[src/rtl/irq_ctrl_pkg.sv]
// Package: shared constants and the register address map of the
// masked interrupt controller. Assumes an 8-bit register data path.
package irq_ctrl_pkg;
    localparam int DATA_W = 8;
    localparam int ADDR_W = 3;
    localparam int ACK_W  = 4;

    typedef enum logic [ADDR_W-1:0] {
        RA_MASK0 = 3'd0,
        RA_STAT0 = 3'd1,
        RA_ACK0  = 3'd2,
        RA_MASK1 = 3'd3,
        RA_STAT1 = 3'd4
    } reg_addr_e;
endpackage

[src/rtl/irq_regdec.sv]
// Module: decodes register writes into mask strobes and a one-hot
// acknowledge vector. Assumes LINES <= 2**ACK_W; acknowledge numbers
// at or above LINES select no line.
module irq_regdec
    import irq_ctrl_pkg::*;
#(
    parameter int LINES = 8
) (
    input  logic              reg_wr,
    input  logic [ADDR_W-1:0] reg_addr,
    input  logic [DATA_W-1:0] reg_wdata,
    output logic              mask0_we,
    output logic              mask1_we,
    output logic [LINES-1:0]  ack_vec
);
    logic ack_we;

    // Purpose: qualify the write strobe with each decoded address.
    always_comb begin
        mask0_we = reg_wr && (reg_addr == RA_MASK0);
        mask1_we = reg_wr && (reg_addr == RA_MASK1);
        ack_we   = reg_wr && (reg_addr == RA_ACK0);
    end

    // Purpose: turn the low data nibble into a one-hot line select.
    for (genvar i = 0; i < LINES; i++) begin : g_ack
        assign ack_vec[i] = ack_we && (reg_wdata[ACK_W-1:0] == ACK_W'(i));
    end
endmodule

[src/rtl/irq_pending.sv]
// Module: the pending register. A post sets a bit, then a clear and an
// acknowledge remove it, so the removal wins within one cycle.
module irq_pending #(
    parameter int LINES = 8
) (
    input  logic             clk,
    input  logic             rst_n,
    input  logic [LINES-1:0] post_vec,
    input  logic [LINES-1:0] clear_vec,
    input  logic [LINES-1:0] ack_vec,
    output logic [LINES-1:0] pend_d,
    output logic [LINES-1:0] pend_q
);
    // Purpose: next-state per line, set first and removal last.
    for (genvar i = 0; i < LINES; i++) begin : g_bit
        assign pend_d[i] = (pend_q[i] | post_vec[i]) & ~clear_vec[i] & ~ack_vec[i];
    end

    // Purpose: hold the pending state.
    always_ff @(posedge clk) begin
        if (!rst_n) pend_q <= '0;
        else        pend_q <= pend_d;
    end
endmodule

[src/rtl/irq_mask_bank.sv]
// Module: the enable vectors. The primary mask is stored as the complement
// of the written data. The optional secondary mask is stored the same way
// but drives no interrupt.
module irq_mask_bank
    import irq_ctrl_pkg::*;
#(
    parameter int LINES  = 8,
    parameter bit SECOND = 1'b1
) (
    input  logic              clk,
    input  logic              rst_n,
    input  logic              mask0_we,
    input  logic              mask1_we,
    input  logic [DATA_W-1:0] wdata,
    output logic [LINES-1:0]  en0_d,
    output logic [LINES-1:0]  en0_q,
    output logic [LINES-1:0]  en1_q
);
    // Purpose: next primary enable, taken from an inverted write.
    always_comb begin
        en0_d = mask0_we ? ~wdata[LINES-1:0] : en0_q;
    end

    // Purpose: hold the primary enable.
    always_ff @(posedge clk) begin
        if (!rst_n) en0_q <= '0;
        else        en0_q <= en0_d;
    end

    if (SECOND) begin : g_second
        // Purpose: hold the secondary enable for read-back only.
        always_ff @(posedge clk) begin
            if (!rst_n)        en1_q <= '0;
            else if (mask1_we) en1_q <= ~wdata[LINES-1:0];
        end
    end else begin : g_no_second
        assign en1_q = '0;
    end
endmodule

[src/rtl/irq_level.sv]
// Module: the registered interrupt level, computed from the next pending
// and enable state so that it moves on the same edge as they do.
module irq_level #(
    parameter int LINES = 8
) (
    input  logic             clk,
    input  logic             rst_n,
    input  logic [LINES-1:0] pend_d,
    input  logic [LINES-1:0] en_d,
    output logic             irq_q
);
    // Purpose: raise while any enabled line is pending.
    always_ff @(posedge clk) begin
        if (!rst_n) irq_q <= 1'b0;
        else        irq_q <= |(pend_d & en_d);
    end
endmodule

[src/rtl/masked_irq_ctrl.sv]
// Module: top of the masked interrupt pending controller. It ties together
// decode, pending state, the mask bank and the level output, and registers
// the read data. Assumes LINES == DATA_W so that each register byte maps
// one bit per line.
module masked_irq_ctrl
    import irq_ctrl_pkg::*;
#(
    parameter int LINES = 8
) (
    input  logic              clk,
    input  logic              rst_n,
    input  logic [LINES-1:0]  post_vec,
    input  logic [LINES-1:0]  clear_vec,
    input  logic              reg_wr,
    input  logic              reg_rd,
    input  logic [ADDR_W-1:0] reg_addr,
    input  logic [DATA_W-1:0] reg_wdata,
    output logic [DATA_W-1:0] reg_rdata,
    output logic              irq
);
    logic             mask0_we, mask1_we;
    logic [LINES-1:0] ack_vec, pend_d, pend_q, en0_d, en0_q, en1_q;
    logic [DATA_W-1:0] rd_mux;

    irq_regdec #(.LINES(LINES)) u_dec (
        .reg_wr(reg_wr), .reg_addr(reg_addr), .reg_wdata(reg_wdata),
        .mask0_we(mask0_we), .mask1_we(mask1_we), .ack_vec(ack_vec)
    );

    irq_pending #(.LINES(LINES)) u_pend (
        .clk(clk), .rst_n(rst_n), .post_vec(post_vec), .clear_vec(clear_vec),
        .ack_vec(ack_vec), .pend_d(pend_d), .pend_q(pend_q)
    );

    irq_mask_bank #(.LINES(LINES), .SECOND(1'b1)) u_mask (
        .clk(clk), .rst_n(rst_n), .mask0_we(mask0_we), .mask1_we(mask1_we),
        .wdata(reg_wdata), .en0_d(en0_d), .en0_q(en0_q), .en1_q(en1_q)
    );

    irq_level #(.LINES(LINES)) u_lvl (
        .clk(clk), .rst_n(rst_n), .pend_d(pend_d), .en_d(en0_d), .irq_q(irq)
    );

    // Purpose: select the read value from the current register state.
    always_comb begin
        case (reg_addr)
            RA_MASK0: rd_mux = DATA_W'(~en0_q);
            RA_STAT0: rd_mux = DATA_W'(pend_q);
            RA_MASK1: rd_mux = DATA_W'(~en1_q);
            default:  rd_mux = '0;
        endcase
    end

    // Purpose: register read data on each read strobe.
    always_ff @(posedge clk) begin
        if (!rst_n)      reg_rdata <= '0;
        else if (reg_rd) reg_rdata <= rd_mux;
    end
endmodule

[config.mk]
export PLATFORM = sky130hd
export DESIGN_NAME = masked_irq_ctrl
export DESIGN_NICKNAME = d
export VERILOG_FILES = /design/src/rtl/irq_ctrl_pkg.sv /design/src/rtl/irq_regdec.sv /design/src/rtl/irq_pending.sv /design/src/rtl/irq_mask_bank.sv /design/src/rtl/irq_level.sv /design/src/rtl/masked_irq_ctrl.sv
export SDC_FILE = /design/constraint.sdc
export NUM_CORES = 1
export LEC_CHECK = 0
export BUFFER_PORTS_ARGS = -buffer_cell sky130_fd_sc_hd__buf_4
export CAP_MARGIN = 20
export CORE_MARGIN = 10
export CORE_UTILIZATION = 59
export CTS_BUF_LIST = sky130_fd_sc_hd__clkbuf_4
export CTS_CLUSTER_SIZE = 25
export DETAILED_ROUTE_END_ITERATION = 16
export PLACE_DENSITY = 0.92
export SETUP_SLACK_MARGIN = 0.3
export SLEW_MARGIN = 20
export SYNTH_ARGS = -nofsm -noshare
export SYNTH_HDL_FRONTEND = slang
export SYNTH_SLANG_ARGS = --single-unit
[constraint.sdc]
create_clock -name clk -period 2.4 [get_ports clk]
set_clock_uncertainty 0.05 [all_clocks]
set_input_delay 0.12 -clock clk [delete_from_list [all_inputs] [get_ports clk]]
set_output_delay 0.12 -clock clk [all_outputs]
set_load 0.02 [all_outputs]
# [After elaboration in Yosys (flattened, before gate mapping)]
# Cells that the tools add are included.
[word_totals] regBits=33 out_inout_bits=9 elab_cells=75 input_bits=31
[classes] n_eq_ne=10 n_bitwise=44 reduce_logical=14 mux=2
[op_table] op="8-bit inverter" count=3
[op_table] op="8-bit case mux with 3 select lines" count=1
[op_table] op="1-bit AND" count=16
[op_table] op="4-bit by 3-bit == test with 1-bit output, second input constant" count=4
[op_table] op="1-bit inverter" count=16
[op_table] op="1-bit logical AND" count=11
[op_table] op="8-bit AND" count=1
[op_table] op="4-bit by 2-bit == test with 1-bit output, second input constant" count=2
[op_table] op="8-bit two-way mux" count=1
[op_table] op="1-bit OR" count=8
[op_table] op="8-bit OR reduction" count=1
[op_table] op="3-bit by 2-bit == test with 1-bit output, second input constant" count=2
[op_table] op="4-bit by 1-bit == test with 1-bit output, second input constant" count=1
[op_table] op="4-bit zero test" count=1
[op_table] op="3-bit by 1-bit == test with 1-bit output, second input constant" count=1
[op_table] op="3-bit zero test" count=1

# [Longest topological paths before layout]
[depth] ltp_word=7 ltp_mapped=6 mapped_depth_nobuf=4

# [Modules after synthesis]
# A second synthesis with hierarchy kept.
[hier_totals] hier_cells=205 hier_area_um2=1773.0
[modules_own_cells] module="irq_mask_bank" seq_area_each_um2=320.3 area_each_um2=666.9 cells_each=68 n_inst=1
[modules_own_cells] module="masked_irq_ctrl" seq_area_each_um2=160.2 area_each_um2=583.1 cells_each=81 n_inst=1
[modules_own_cells] module="irq_pending" seq_area_each_um2=160.2 area_each_um2=350.3 cells_each=32 n_inst=1
[modules_own_cells] module="irq_regdec" seq_area_each_um2=0.0 area_each_um2=110.1 cells_each=17 n_inst=1
[modules_own_cells] module="irq_level" seq_area_each_um2=20.0 area_each_um2=62.6 cells_each=7 n_inst=1

# [Worst setup path after synthesis]
# OpenSTA, ideal clock, no wires.
[synth_timing] path_type="input -> register" from="in reg_addr[0]" to="reg u_lvl.irq_q" setup_time_ns=0.138 t_required_ns=2.212 path_buffers=2 cell_stages=6 slack_ns=0.866 arrival_time_ns=1.347 cell_sequence="buf_6 or4b_4 buf_6 mux2i_1 a22oi_1 a41oi_2"
[synth_between] elab_chain_cells=7 word_cells_on_any_way=31 classes_between="1 x eq/ne; 1 x mux; 17 x bitwise; 12 x reduce/logical"
[synth_rtl] element="start: declaration" line_no="masked_irq_ctrl.sv:16" text="input logic [ADDR_W-1:0] reg_addr,"
[synth_rtl] element="3-bit by 2-bit == test with 1-bit output" line_no="irq_regdec.sv:22" text="ack_we = reg_wr && (reg_addr == RA_ACK0);"
[synth_rtl] element="1-bit logical AND" line_no="irq_regdec.sv:22"
[synth_rtl] element="1-bit logical AND" line_no="irq_regdec.sv:27" text="assign ack_vec[i] = ack_we && (reg_wdata[ACK_W-1:0] == ACK_W'(i));"
[synth_rtl] element="1-bit inverter" line_no="irq_pending.sv:16" text="assign pend_d[i] = (pend_q[i] | post_vec[i]) & ~clear_vec[i] & ~ack_vec[i];"
[synth_rtl] element="1-bit AND" line_no="irq_pending.sv:16"
[synth_rtl] element="8-bit AND *" line_no="irq_level.sv:15" text="else irq_q <= |(pend_d & en_d);"
[synth_rtl] element="8-bit OR reduction *" line_no="irq_level.sv:15"
[synth_rtl] element="end signal: assignment" line_no="irq_level.sv:15"
[synth_rtl] element="end: declaration" line_no="irq_level.sv:10" text="output logic irq_q"
# Mark *: on every way between the ends. The rest lies on a longest branch, timed or not.
# A chain may end at the register's enable or synchronous reset.

# [Worst setup path after layout]
[layout_timing] from="in reg_wdata[2]" to="reg u_lvl.irq_q"
[layout_between] elab_chain_cells=6 word_cells_on_any_way=36 classes_between="7 x eq/ne; 1 x mux; 18 x bitwise; 10 x reduce/logical"
[layout_rtl] element="start: declaration" line_no="masked_irq_ctrl.sv:17" text="input logic [DATA_W-1:0] reg_wdata,"
[layout_rtl] element="4-bit by 1-bit == test with 1-bit output, or another cell as far along" line_no="irq_regdec.sv:27"
[layout_rtl] element="1-bit logical AND" line_no="irq_regdec.sv:27"
[layout_rtl] element="1-bit inverter" line_no="irq_pending.sv:16"
[layout_rtl] element="1-bit AND" line_no="irq_pending.sv:16"
[layout_rtl] element="8-bit AND *" line_no="irq_level.sv:15"
[layout_rtl] element="8-bit OR reduction *" line_no="irq_level.sv:15"
# Marks and branches as above.

==> flow_summary.rst <==
.. list-table::
   :header-rows: 1

   * - Metric
     - Value
   * - Worst voltage drop across the vdd grid
     - 0.495 mV
   * - Leakage power summed over all cells
     - 0.857 nW
   * - Die outline height
     - 72.2 um
   * - Final WL
     - 4140 um
   * - Count of distinct cell types in the synthesized netlist
     - 28
   * - Share of synthesized area occupied by flip-flops and latches
     - 41.2%
   * - First-pass GRT wire length
     - 6610 um
   * - Final cell count without fillers
     - 256
   * - Area added between synthesis and finish
     - 25.7%
   * - Slowest stage cell, crit path
     - sky130_fd_sc_hd__dlygate4sd3_1
   * - DR vias
     - 1,451
   * - RSZ-0062 raised after global routing
     - false
   * - Clock latency on the worst-skew pair
     - 0.33 ns
   * - Combined area of all synthesized cells
     - 1610 um2
   * - Number of clock buffers inserted by TritonCTS
     - 5
   * - Number of setup buffers added after CTS
     - 0
   * - Grt total ovfl
     - 0
   * - # H-tree levels
     - 2
   * - Hold path start
     - reg_rd
   * - Mean instance size in the synthesized netlist
     - 8.82 um2
   * - Die extent in x
     - 72.2 um
   * - Count of max-cap constraint violations
     - 0
   * - Count of antenna diodes in the layout
     - 0
   * - Critical Path Sink Type
     - register
   * - Filler cells
     - 169
   * - Post-detailed-route wirelength per cell
     - 16.2 um
   * - Flip-flop and latch count after synthesis
     - 33
   * - Warnings, synthesis
     - 0
   * - Setup_tns
     - 0 ns
   * - Slew Viols, Final
     - 0
   * - Register area
     - 661 um2
   * - Cell count after placement
     - 240
   * - Required time at the endpoint of the critical path
     - 2.60 ns
   * - Vias in the first global route
     - 1,490
   * - Io pins
     - 40
   * - Max Clk Rate
     - 684 MHz
   * - Initial core utilization
     - 63.1%
   * - Slew at the pin closest to its max-slew limit
     - 0.548 ns
   * - Standard-cell row count
     - 18
   * - Cell-by-cell listing of the critical path
     - dlygate4sd3_1 -> buf_4 -> nor3b_1 -> a311oi_1 -> a22oi_1 -> a41oi_2
   * - Final setup vio count
     - 0
   * - Run status
     - finished, final reports clean
   * - Arrival time at the worst endpoint
     - 1.67 ns
   * - Antenna violations before repair
     - 0
   * - Vias per std cell
     - 5.67
   * - Final critical delay including setup and external delays
     - 1.46 ns
   * - Clock-pin slew on the worst setup and hold paths
     - 0.10 ns
   * - Biggest cell delay along the critical path
     - 0.53 ns
   * - Mapped Cells
     - 182
   * - Global-route usage over all layers
     - 15.7%
   * - Number of nets with antenna violations after detailed routing
     - 0
   * - Global placer's final weighted congestion
     - 0.824
   * - Reg-to-reg critical path startpoint
     - u_pend.pend_q[6]
   * - DR iter-0 viols
     - 52
   * - Share of cells above drive strength 1
     - 21.7%
   * - Count of input and output buffers
     - 39
   * - P per Cell Area
     - 534 nW/um2
   * - TritonCTS clock tree
     - yes
   * - Worst-case headroom to the max-slew limit
     - 63.4%
   * - Number of nets at the end of the flow
     - 256
   * - Clk sinks
     - 33
   * - Hold-fix buffers at CTS
     - 8
   * - Total of cells resized after clock tree synthesis
     - 0
   * - Largest driver fanout on the critical path
     - 6
   * - Count of endpoints failing hold in the final timing report
     - 0
   * - Classification of the worst-slack hold path
     - input pin to register
   * - Detailed-routing iteration count for the pre-antenna-repair pass
     - 4
   * - Maximum number of pins on one net before global-route repair
     - 29
   * - Crit path from
     - reg_wdata[2]
   * - Residual DRC
     - 0
   * - Startpoint type of the worst setup path
     - input pin
   * - Startpoint-to-endpoint class of the critical path
     - input pin to register
   * - HPWL Detailed
     - 3130 um
   * - Net count after synthesis
     - 213
   * - Clock root cell
     - sky130_fd_sc_hd__clkbuf_4
   * - Die Area
     - 5210 um2
   * - Area used by multi-input combinational logic
     - 853 um2
   * - Share of the cycle needed by the critical path after routing
     - 60.9%
   * - Max Root-Sink Buffers
     - 2
   * - Placeable core region
     - 2540 um2
metrics by stage:
step / setup WS [ns] / hold WS, ns / utilization [%] / total power [mW] / cell area (um2)
finish: 0.937 / 0.0539 / 79.3 / 1.08 / 2020
global route: 0.899 / 0.0430 / 79.3 / 1.12 / 2020
CTS: 0.950 / 0.0474 / 79.3 / 1.08 / 2020
detailed placement: 0.735 / 0.267 / 73.8 / 0.749 / 1880
global placement: 0.790 / 0.264 / 73.8 / 0.743 / 1880
floorplan: 0.866 / 0.166 / - / 0.678 / 1610
layer usage:
metal / vias up / GRT usage, % / wire length [um]
met3: 8 / 5.44 / 243
met2: 41 / 27.1 / 2060
li1: 723 / - / -
met4: 0 / 5.81 / 72
met1: 679 / 17.4 / 1760
met5: - / 0 / 0
cell usage after synthesis (all sizes together):
master	instances	area, um2
a21oi	8	40.0
buf	4	31.3
or3	8	50.1
a311oi	2	17.5
clkbuf	7	26.3
nor3b	1	7.51
a31oi	6	37.5
and4bb	1	12.5
and4b	1	10.0
nand2b	9	56.3
inv	8	30.0
and2	17	106
a22oi	4	30.0
nor2	12	45.0
a41oi	1	16.3
a21o	8	60.1
dfxtp	33	661
o21bai	6	45.0
nand3b	1	7.51
nor3	1	5.00
nor2b	18	113
mux2i	8	80.1
a211oi	8	60.1
clkinv	1	3.75
o21ai	8	40.0
or4b	1	13.8
where the power goes:
group          total [mW]  internal, mW  switching [mW]
Clock               0.328         0.151           0.178
Combinational       0.171        0.0902          0.0811
Sequential          0.579         0.567          0.0117
layout make-up:
type | instances | area share [%]
Sequential cell | 33 | 32.7
Tap cell | 30 | 1.86
Clock buffer | 8 | 2.98
Multi-Input combinational cell | 129 | 42.3
Inverter | 9 | 1.67
Timing Repair Buffer | 47 | 18.5
cell families after synthesis:
logic type | share of synthesized area [%]
and+or+nand+nor | 26.6
AOI/OAI and AO/OA | 21.6
DFF | 41.2
buffers and inverters | 5.69
muxes | 4.99
critical path, delay by kind of cell:
family | cells | cell delay [ns]
buffers and inverters | 2 | 0.69
AND/OR/NAND/NOR | 1 | 0.13
AO/OA/AOI/OAI | 3 | 0.72
placed cells by master (no fill, tap or decap), types with 2 or more instances in the layout:
master and instances:
sky130_fd_sc_hd__a211oi_1 8, sky130_fd_sc_hd__a21o_1 8, sky130_fd_sc_hd__a21oi_1 8, sky130_fd_sc_hd__a22oi_1 4
sky130_fd_sc_hd__a311oi_1 2, sky130_fd_sc_hd__a31oi_1 6, sky130_fd_sc_hd__and2_1 17, sky130_fd_sc_hd__buf_4 39
sky130_fd_sc_hd__clkbuf_4 8, sky130_fd_sc_hd__dfxtp_1 33, sky130_fd_sc_hd__dlygate4sd3_1 8, sky130_fd_sc_hd__inv_1 8
sky130_fd_sc_hd__mux2i_1 8, sky130_fd_sc_hd__nand2b_1 9, sky130_fd_sc_hd__nor2_1 12, sky130_fd_sc_hd__nor2b_1 18
sky130_fd_sc_hd__o21ai_0 8, sky130_fd_sc_hd__o21bai_1 6, sky130_fd_sc_hd__or3_1 8
sequential cells by signal, indices dropped and copies added (netlist names):
register and flops:
u_mask.en0_q 8, u_mask.en1_q 8, reg_rdata 8, u_lvl.irq_q 1, u_pend.pend_q 8
path summary, 6_finish.rpt:
path | to | slack (ns) | depth (start not counted)
worst max-delay path | u_lvl.irq_q | 0.94 | 6
worst min-delay path | reg_rdata[3] | 0.05 | 3
worst max register to register | u_lvl.irq_q | 1.17 | 4
worst min register to register | reg_rdata[3] | 0.43 | 2
(Power assumes the default switching activity.)
